[config.mk]
export PLATFORM = sky130hd
export DESIGN_NAME = bkup_switch_ctrl
export DESIGN_NICKNAME = d
export VERILOG_FILES = /design/src/rtl/bsw_pkg.sv /design/src/rtl/bsw_thresh.sv /design/src/rtl/bsw_fsm.sv /design/src/rtl/bsw_pf.sv /design/src/rtl/bkup_switch_ctrl.sv
export SDC_FILE = /design/constraint.sdc
export NUM_CORES = 1
export LEC_CHECK = 0
export ABC_AREA = 1
export BUFFER_PORTS_ARGS = -buffer_cell sky130_fd_sc_hd__buf_2
export CAP_MARGIN = 20
export CORE_ASPECT_RATIO = 2
export CORE_UTILIZATION = 53
export DETAILED_ROUTE_END_ITERATION = 8
export HOLD_SLACK_MARGIN = 0.08
export PLACE_DENSITY = 0.77
export SLEW_MARGIN = 10
export SYNTH_ARGS = -nofsm -noshare
export SYNTH_HDL_FRONTEND = slang
export SYNTH_HIERARCHICAL = 1
export SYNTH_SLANG_ARGS = --single-unit
[constraint.sdc]
create_clock -name clk_i -period 1.54 [get_ports clk_i]
set_clock_uncertainty 0.2 [all_clocks]
set_input_delay 0.308 -clock clk_i [delete_from_list [all_inputs] [get_ports clk_i]]
set_output_delay 0.308 -clock clk_i [all_outputs]
set_load 0.01 [all_outputs]
[src/rtl/bsw_pkg.sv]
package bsw_pkg;
  typedef enum logic {
    SRC_MAIN = 1'b0,
    SRC_BATT = 1'b1
  } src_e;
endpackage

[src/rtl/bsw_thresh.sv]
module bsw_thresh #(
  parameter int unsigned W       = 13,
  parameter int unsigned FALL_MV = 50,
  parameter int unsigned RISE_MV = 70
) (
  input  logic [W-1:0] vsup_i,
  input  logic [W-1:0] vbat_i,
  output logic         fall_trip_o,
  output logic         rise_ok_o,
  output logic         below_o
);
  localparam int unsigned EW = W + 1;
  localparam logic [EW-1:0] FALL_E = EW'(FALL_MV);
  localparam logic [EW-1:0] RISE_E = EW'(RISE_MV);

  logic [EW-1:0] sup_e, fall_lvl, rise_lvl;

  // widened so battery codes near full scale cannot wrap
  assign sup_e    = {1'b0, vsup_i};
  assign fall_lvl = {1'b0, vbat_i} + FALL_E;
  assign rise_lvl = {1'b0, vbat_i} + RISE_E;

  assign fall_trip_o = sup_e < fall_lvl;
  assign rise_ok_o   = sup_e > rise_lvl;
  assign below_o     = vsup_i < vbat_i;
endmodule

[src/rtl/bsw_fsm.sv]
module bsw_fsm
  import bsw_pkg::*;
(
  input  logic clk_i,
  input  logic rst_ni,
  input  logic smp_valid_i,
  input  logic fall_trip_i,
  input  logic rise_ok_i,
  output src_e src_nxt_o,
  output src_e src_q_o
);
  src_e src_q, src_d;

  always_comb begin
    src_d = src_q;
    unique case (src_q)
      SRC_MAIN: if (fall_trip_i) src_d = SRC_BATT;
      SRC_BATT: if (rise_ok_i)   src_d = SRC_MAIN;
      default:  src_d = SRC_BATT;
    endcase
  end

  always_ff @(posedge clk_i or negedge rst_ni) begin
    if (!rst_ni)          src_q <= SRC_BATT;
    else if (smp_valid_i) src_q <= src_d;
  end

  assign src_nxt_o = src_d;
  assign src_q_o   = src_q;
endmodule

[src/rtl/bsw_pf.sv]
module bsw_pf
  import bsw_pkg::*;
#(
  parameter int unsigned W     = 13,
  parameter int unsigned PF_MV = 1300
) (
  input  logic         clk_i,
  input  logic         rst_ni,
  input  logic         smp_valid_i,
  input  logic [W-1:0] pfin_i,
  input  src_e         src_nxt_i,
  output logic         warn_no
);
  localparam logic [W-1:0] PF_LVL = W'(PF_MV);

  logic warn_n_d, warn_n_q;

  // comparator disabled (warning forced) whenever battery feeds the rail
  assign warn_n_d = (src_nxt_i == SRC_MAIN) && (pfin_i >= PF_LVL);

  always_ff @(posedge clk_i or negedge rst_ni) begin
    if (!rst_ni)          warn_n_q <= 1'b0;
    else if (smp_valid_i) warn_n_q <= warn_n_d;
  end

  assign warn_no = warn_n_q;
endmodule

[src/rtl/bkup_switch_ctrl.sv]
module bkup_switch_ctrl
  import bsw_pkg::*;
#(
  parameter int unsigned W       = 13,
  parameter int unsigned FALL_MV = 50,
  parameter int unsigned RISE_MV = 70,
  parameter int unsigned PF_MV   = 1300
) (
  input  logic         clk_i,
  input  logic         rst_ni,
  input  logic         smp_valid_i,
  input  logic [W-1:0] vsup_mv_i,
  input  logic [W-1:0] vbat_mv_i,
  input  logic [W-1:0] pfin_mv_i,
  output logic         on_batt_o,
  output logic         sup_below_bat_o,
  output logic         pwr_warn_no
);
  logic fall_trip, rise_ok, below;
  src_e src_nxt, src_q;
  logic below_q;

  bsw_thresh #(.W(W), .FALL_MV(FALL_MV), .RISE_MV(RISE_MV)) u_thresh (
    .vsup_i      (vsup_mv_i),
    .vbat_i      (vbat_mv_i),
    .fall_trip_o (fall_trip),
    .rise_ok_o   (rise_ok),
    .below_o     (below)
  );

  bsw_fsm u_fsm (
    .clk_i       (clk_i),
    .rst_ni      (rst_ni),
    .smp_valid_i (smp_valid_i),
    .fall_trip_i (fall_trip),
    .rise_ok_i   (rise_ok),
    .src_nxt_o   (src_nxt),
    .src_q_o     (src_q)
  );

  bsw_pf #(.W(W), .PF_MV(PF_MV)) u_pf (
    .clk_i       (clk_i),
    .rst_ni      (rst_ni),
    .smp_valid_i (smp_valid_i),
    .pfin_i      (pfin_mv_i),
    .src_nxt_i   (src_nxt),
    .warn_no     (pwr_warn_no)
  );

  always_ff @(posedge clk_i or negedge rst_ni) begin
    if (!rst_ni)          below_q <= 1'b0;
    else if (smp_valid_i) below_q <= below;
  end

  assign on_batt_o       = (src_q == SRC_BATT);
  assign sup_below_bat_o = below_q;
endmodule

==> results of run 1 <==
metal layers:
layer  GRT overflow  GRT usage, %
met3              0          50.3
met1              0          66.3
met5              0          22.7
met4              7          76.0
met2             10          88.3
through the flow:
stage,hold slack [ns],TNS [ns]
CTS,0.150,-1.96
detailed placement,-0.0937,-2.99
global placement,-0.0964,-2.75
floorplan,-0.188,-1.57
repair_timing:
item / 4_1_cts
resized for setup: 27
setup endpoints to repair: 3
hold endpoints to repair: 3
buffers inserted: 6
hold buffers: 1
cloned: 0
pin swaps: 26
cells by family after synthesis:
kind of cell | after synthesis | synth area share, %
compound gates | 28 | 10.9
xor+xnor | 17 | 9.54
simple gates | 124 | 34.1
flops | 3 | 4.89
buf+inv | 40 | 10.1
fa+ha+maj | 38 | 30.4
==> metrics.md, run 1 <==
| Metric | Value |
|---|---|
| Status | `stopped before the end` |
| Stop stage | `global routing (5_1_grt)` |
| Stop Error | `[ERROR GRT-0232] Routing congestion too high. Check the congestion heatmap in the GUI.` |
| Ys flop type | `dfrtp_1` |
| Post-place setup slack | `-1.24 ns` |
| IO Count | `45` |
| Syn Area/Cell | `6.25 um2` |
| Post-Place Cell Area | `roughly 0.0022 mm2` |
| Num CTS Buffers | `3` |
| Register area share after synthesis | `4.89%` |
| Die W | `between 40 and 50 um` |
| Synthesis-stage register bit count | `3` |
| Placed Instances | `362` |
| PortBufs | `42` |
| Ranking of synthesized cells by area | `ha_1, nand2_1, xor2_1, inv_1, nand3_1` |
| Global Route Usage Sum | `around 71%` |
| Cell variety after synth | `31` |
| Commonest cells post-synth | `nand2_1, ha_1, inv_1` |
| Initial Util | `56.4%` |
| Ys async rst share | `100%` |
| Post-Synthesis Cell Area | `0.00156 mm2` |
| Cell taking the most area after synthesis | `ha_1` |
| Most common cell in the netlist | `nand2_1` |
| HPWL Detailed | `~3800 um` |
| GRT worst endpoint | `u_pf/warn_no$_DFFE_PN0P_/D` |
| Yosys warnings | `6` |
| Maximum number of pins on one net before global-route repair | `8` |
| Clock sink total | `3` |
| Clock buffer depth | `2` |
| Syn nets | `330` |
| Top cell type's share of synthesized area | `30.4%` |
| Total grt overflow | `17` |
| Post-synth EDFFs | `0` |
| GP Congestion | `a little over 0.8` |
| Worst ep type | `register data pin` |
| Root Driver | `clkbuf_8` |
| Row count | `27` |
| Die H | `78.8 um` |
| Post-Syn Instances | `250` |
| H-tree Lvls | `1` |
==> run 2, diff against run 1 <==
CORE_ASPECT_RATIO = not set   (was 2)
CORE_UTILIZATION = 40   (was 53)
HOLD_SLACK_MARGIN = not set   (was 0.08)
PLACE_DENSITY = not set   (was 0.77)
PLACE_DENSITY_LB_ADDON = 0.15   (was not set)
==> run 2 against run 1 <==
Compared with the run above: the flow now finishes, with violations (negative setup slack); synthesized cell count did not move; synthesized area did not move.
==> metrics.md, run 2 <==
| Metric | Value |
|---|---|
| Slew at the pin closest to its max-slew limit | `0.241 ns` |
| Area growth, synth to finish | `59.0%` |
| Drt pass-1 iters | `6` |
| Final Hold Viols | `0` |
| Syn Area/Cell | `between 6 and 7 um2` |
| Min Tclk post-route | `about 2.4 ns` |
| Worst r2r src | `u_fsm/src_q_o` |
| Row count | `22` |
| Commonest cells post-synth | `nand2_1, ha_1, inv_1` |
| Peak Freq | `420 MHz` |
| Final Max Slew Viols | `0` |
| Die ar. | `0.00416 mm2` |
| Clock buffer depth | `2` |
| R2R Setup Slk | `0.38 ns` |
| Post-synthesis adder-cell area fraction | `a little over 30%` |
| Failing checks | `negative setup slack` |
| CP Capture Type | `flip-flop` |
| Vias in the first global route | `1753` |
| Via/cell ratio | `4.78` |
| Relative slew slack | `83.9%` |
| Root Driver | `clkbuf_8` |
| CP arrival | `2.34 ns` |
| Final setup violation count | `3` |
| GP Congestion | `approximately 0.85` |
| Synth Area in XOR/XNOR | `9.54%` |
| Total grt overflow | `0` |
| Die W | `64.5 um` |
| Antenna viol nets, final | `0` |
| Register area share after synthesis | `4.89%` |
| Syn nets | `330` |
| Mux contribution to synthesized area | `0%` |
| IO Count | `between 40 and 50` |
| Top cell type's share of synthesized area | `a little under a third` |
| Die H | `64.5 um` |
| Status | `complete, but fails checks` |
| HPWL Detailed | `3560 um` |
| Cell taking the most area after synthesis | `ha_1` |
| Min-Delay Path Depth | `3` |
| Final instance area | `0.00248 mm2` |
| # fillers | `372` |
| Maxcap violations | `0` |
| Yosys warnings | `6` |
| CORE AREA | `0.00372 mm2` |
| Worst skew pair latency | `0.22 ns` |
| Post-route DRC | `0` |
| RSZ-0062 raised after global routing | `true` |
| Worst-path clk slew | `0.03 ns` |
| Highest-count cells in the layout ignoring fill and taps | `nand2_1, buf_4, buf_2` |
| Synthesis-stage register bit count | `3` |
| CP max stage delay | `0.32 ns` |
| Maximum number of pins on one net before global-route repair | `8` |
| CP Cell Sequence | `buf_12 > inv_12 > ha_4 > nor2_4 > inv_2 > o21ai_4 > nand2_2 > nor2_2 > xor2_1 > ha_1 > nand2_2 > nor2_4 > nand2_2 > o21bai_1 > nor2_1 > a21oi_1 > nand2_1 > o21a_1 > nor2_2 > nand2_1 > nand2_1` |
| R2R depth | `3` |
| Pwr dens | `approximately 430 mW/mm2` |
| Leak Pwr | `1.33 nW` |
| Main combinational cell family by area after synthesis | `simple AND/OR/NAND/NOR gates` |
| CP required | `1.49 ns` |
| Most common cell after layout, fill and taps aside | `nand2_1` |
| Worst Setup SP | `vbat_mv_i[2]` |
| Ys flop type | `dfrtp_1` |
| Total Routed Length | `4470 um` |
| Compound-Gate Fraction of Synth Area | `between 10% and 20%` |
| Total Power | `0.00107 W` |
| TritonCTS clock tree | `built` |
| Most common cell in the netlist | `nand2_1` |
| HP Class | `primary input to flip-flop` |
| Clock sink total | `3` |
| Num CTS Buffers | `3` |
| CP Launch Type | `primary input` |
| PortBufs | `42` |
| Ratio of cells with drive above 1 in the final layout | `39.9%` |
| Post-Syn Instances | `250` |
| Post-Synthesis Cell Area | `0.00156 mm2` |
| Maximum VDD drop | `0.000265 V` |
| H-tree Lvls | `1` |
| Post-synth EDFFs | `0` |
| Hold path startpoint | `smp_valid_i` |
| Synth Area in Simple Gates | `34.1%` |
| Ranking of synthesized cells by area | `ha_1, nand2_1, xor2_1, inv_1, nand3_1` |
| Crit-path max FO | `3` |
| WHS Endpoint | `u_fsm/src_q_o` |
| Reg-to-reg critical path endpoint | `u_fsm/src_q_o` |
| Initial Util | `roughly 42%` |
| Initial antenna violation count | `0` |
| Worst path slowest cell | `ha_1` |
| Hold Slack | `0.161 ns` |
| # nets final | `around 420` |
| Tcrit/Tclk final | `155%` |
| Global Route Usage Sum | `23.0%` |
| WL/cell | `11.6 um` |
| Ys async rst share | `100%` |
| Iteration-0 DRC Markers | `71` |
| First-pass GRT wire length | `between 7000 and 8000 um` |
| Cell variety after synth | `31` |
| Final worst slack | `-0.843 ns` |
| Post-Place Cell Area | `0.00214 mm2` |
| Setup CP Type | `primary input to flip-flop` |
| Vias | `1846` |
| Diodes inserted | `0` |
[run 2: layout make-up]
type                       count  area [um2]  share of cell area, %
timing repair buffer          87         633                   25.5
multi-input combinational    207        1500                   60.4
clock buffer                   4        45.0                   1.81
tap                           48        60.1                   2.42
sequential                     3        76.3                   3.07
inverter                      37         168                   6.75
[run 2: report_power, final]
| part | switching [W] | internal, W |
|---|---|---|
| registers | 0.0000103 | 0.0000978 |
| logic | 0.000376 | 0.000358 |
| clock network | 0.0000557 | 0.000177 |
| total | 0.000442 | 0.000633 |
[run 2: metal layers]
metal / vias up / global-route usage (%) / wire length (um)
met3: 2 / 2.64 / 156
met1: 812 / 27.4 / 1980
met4: 0 / 3.89 / 23
li1: 988 / - / -
met5: - / 0 / 0
met2: 44 / 43.9 / 2310
[run 2: worst max-delay path, delay by kind of cell]
| family | cells | cell delay [ns] |
|---|---|---|
| AND/OR/NAND/NOR | 11 | 0.81 |
| XOR/XNOR | 1 | 0.08 |
| buffers and inverters | 3 | 0.17 |
| AO/OA/AOI/OAI | 4 | 0.51 |
| adder cells (fa/ha/maj) | 2 | 0.47 |
[run 2: repair_timing]
| action | 4_1_cts | 5_1_grt |
|---|---|---|
| setup buffers | 5 | 0 |
| hold buffers | 1 | 0 |
| endpoints found under the setup margin | 3 | 3 |
| resized for setup | 37 | 20 |
| cloned | 0 | 0 |
| pin swaps | 29 | 17 |
| endpoints found under the hold margin | 3 | 0 |
[run 2: worst max path at each step]
| stage | end | slack [ns] | depth (start not counted) |
|---|---|---|---|
| final | u_pf/warn_no | -0.84 | 21 |
| after floorplan | u_pf/warn_no | -0.86 | 20 |
| after global routing | u_pf/warn_no | -0.99 | 21 |
| after CTS | u_pf/warn_no | -0.94 | 21 |
| after detailed placement | u_pf/warn_no | -1.25 | 21 |
| after global placement | u_pf/warn_no | -1.17 | 16 |
[run 2: logic make-up (layout without fill, tap and decap cells)]
logic type	Yosys count	after routing
AO/OA/AOI/OAI	28	28
XOR/XNOR	17	17
AND/OR/NAND/NOR	124	124
adder cells (fa/ha/maj)	38	38
buffers and inverters	40	128
flip-flops	3	3
[run 2: through the flow]
stage / std cells / TNS, ns / util (%) / worst slack, ns
floorplan: 250 / -1.57 / - / -0.855
global placement: 376 / -2.79 / 57.6 / -1.17
detailed placement: 376 / -2.96 / 57.6 / -1.25
CTS: 386 / -1.88 / 64.8 / -0.939
global route: 386 / -2.13 / 66.8 / -0.994
finish: 386 / -1.72 / 66.8 / -0.843
(Power assumes the default switching activity.)
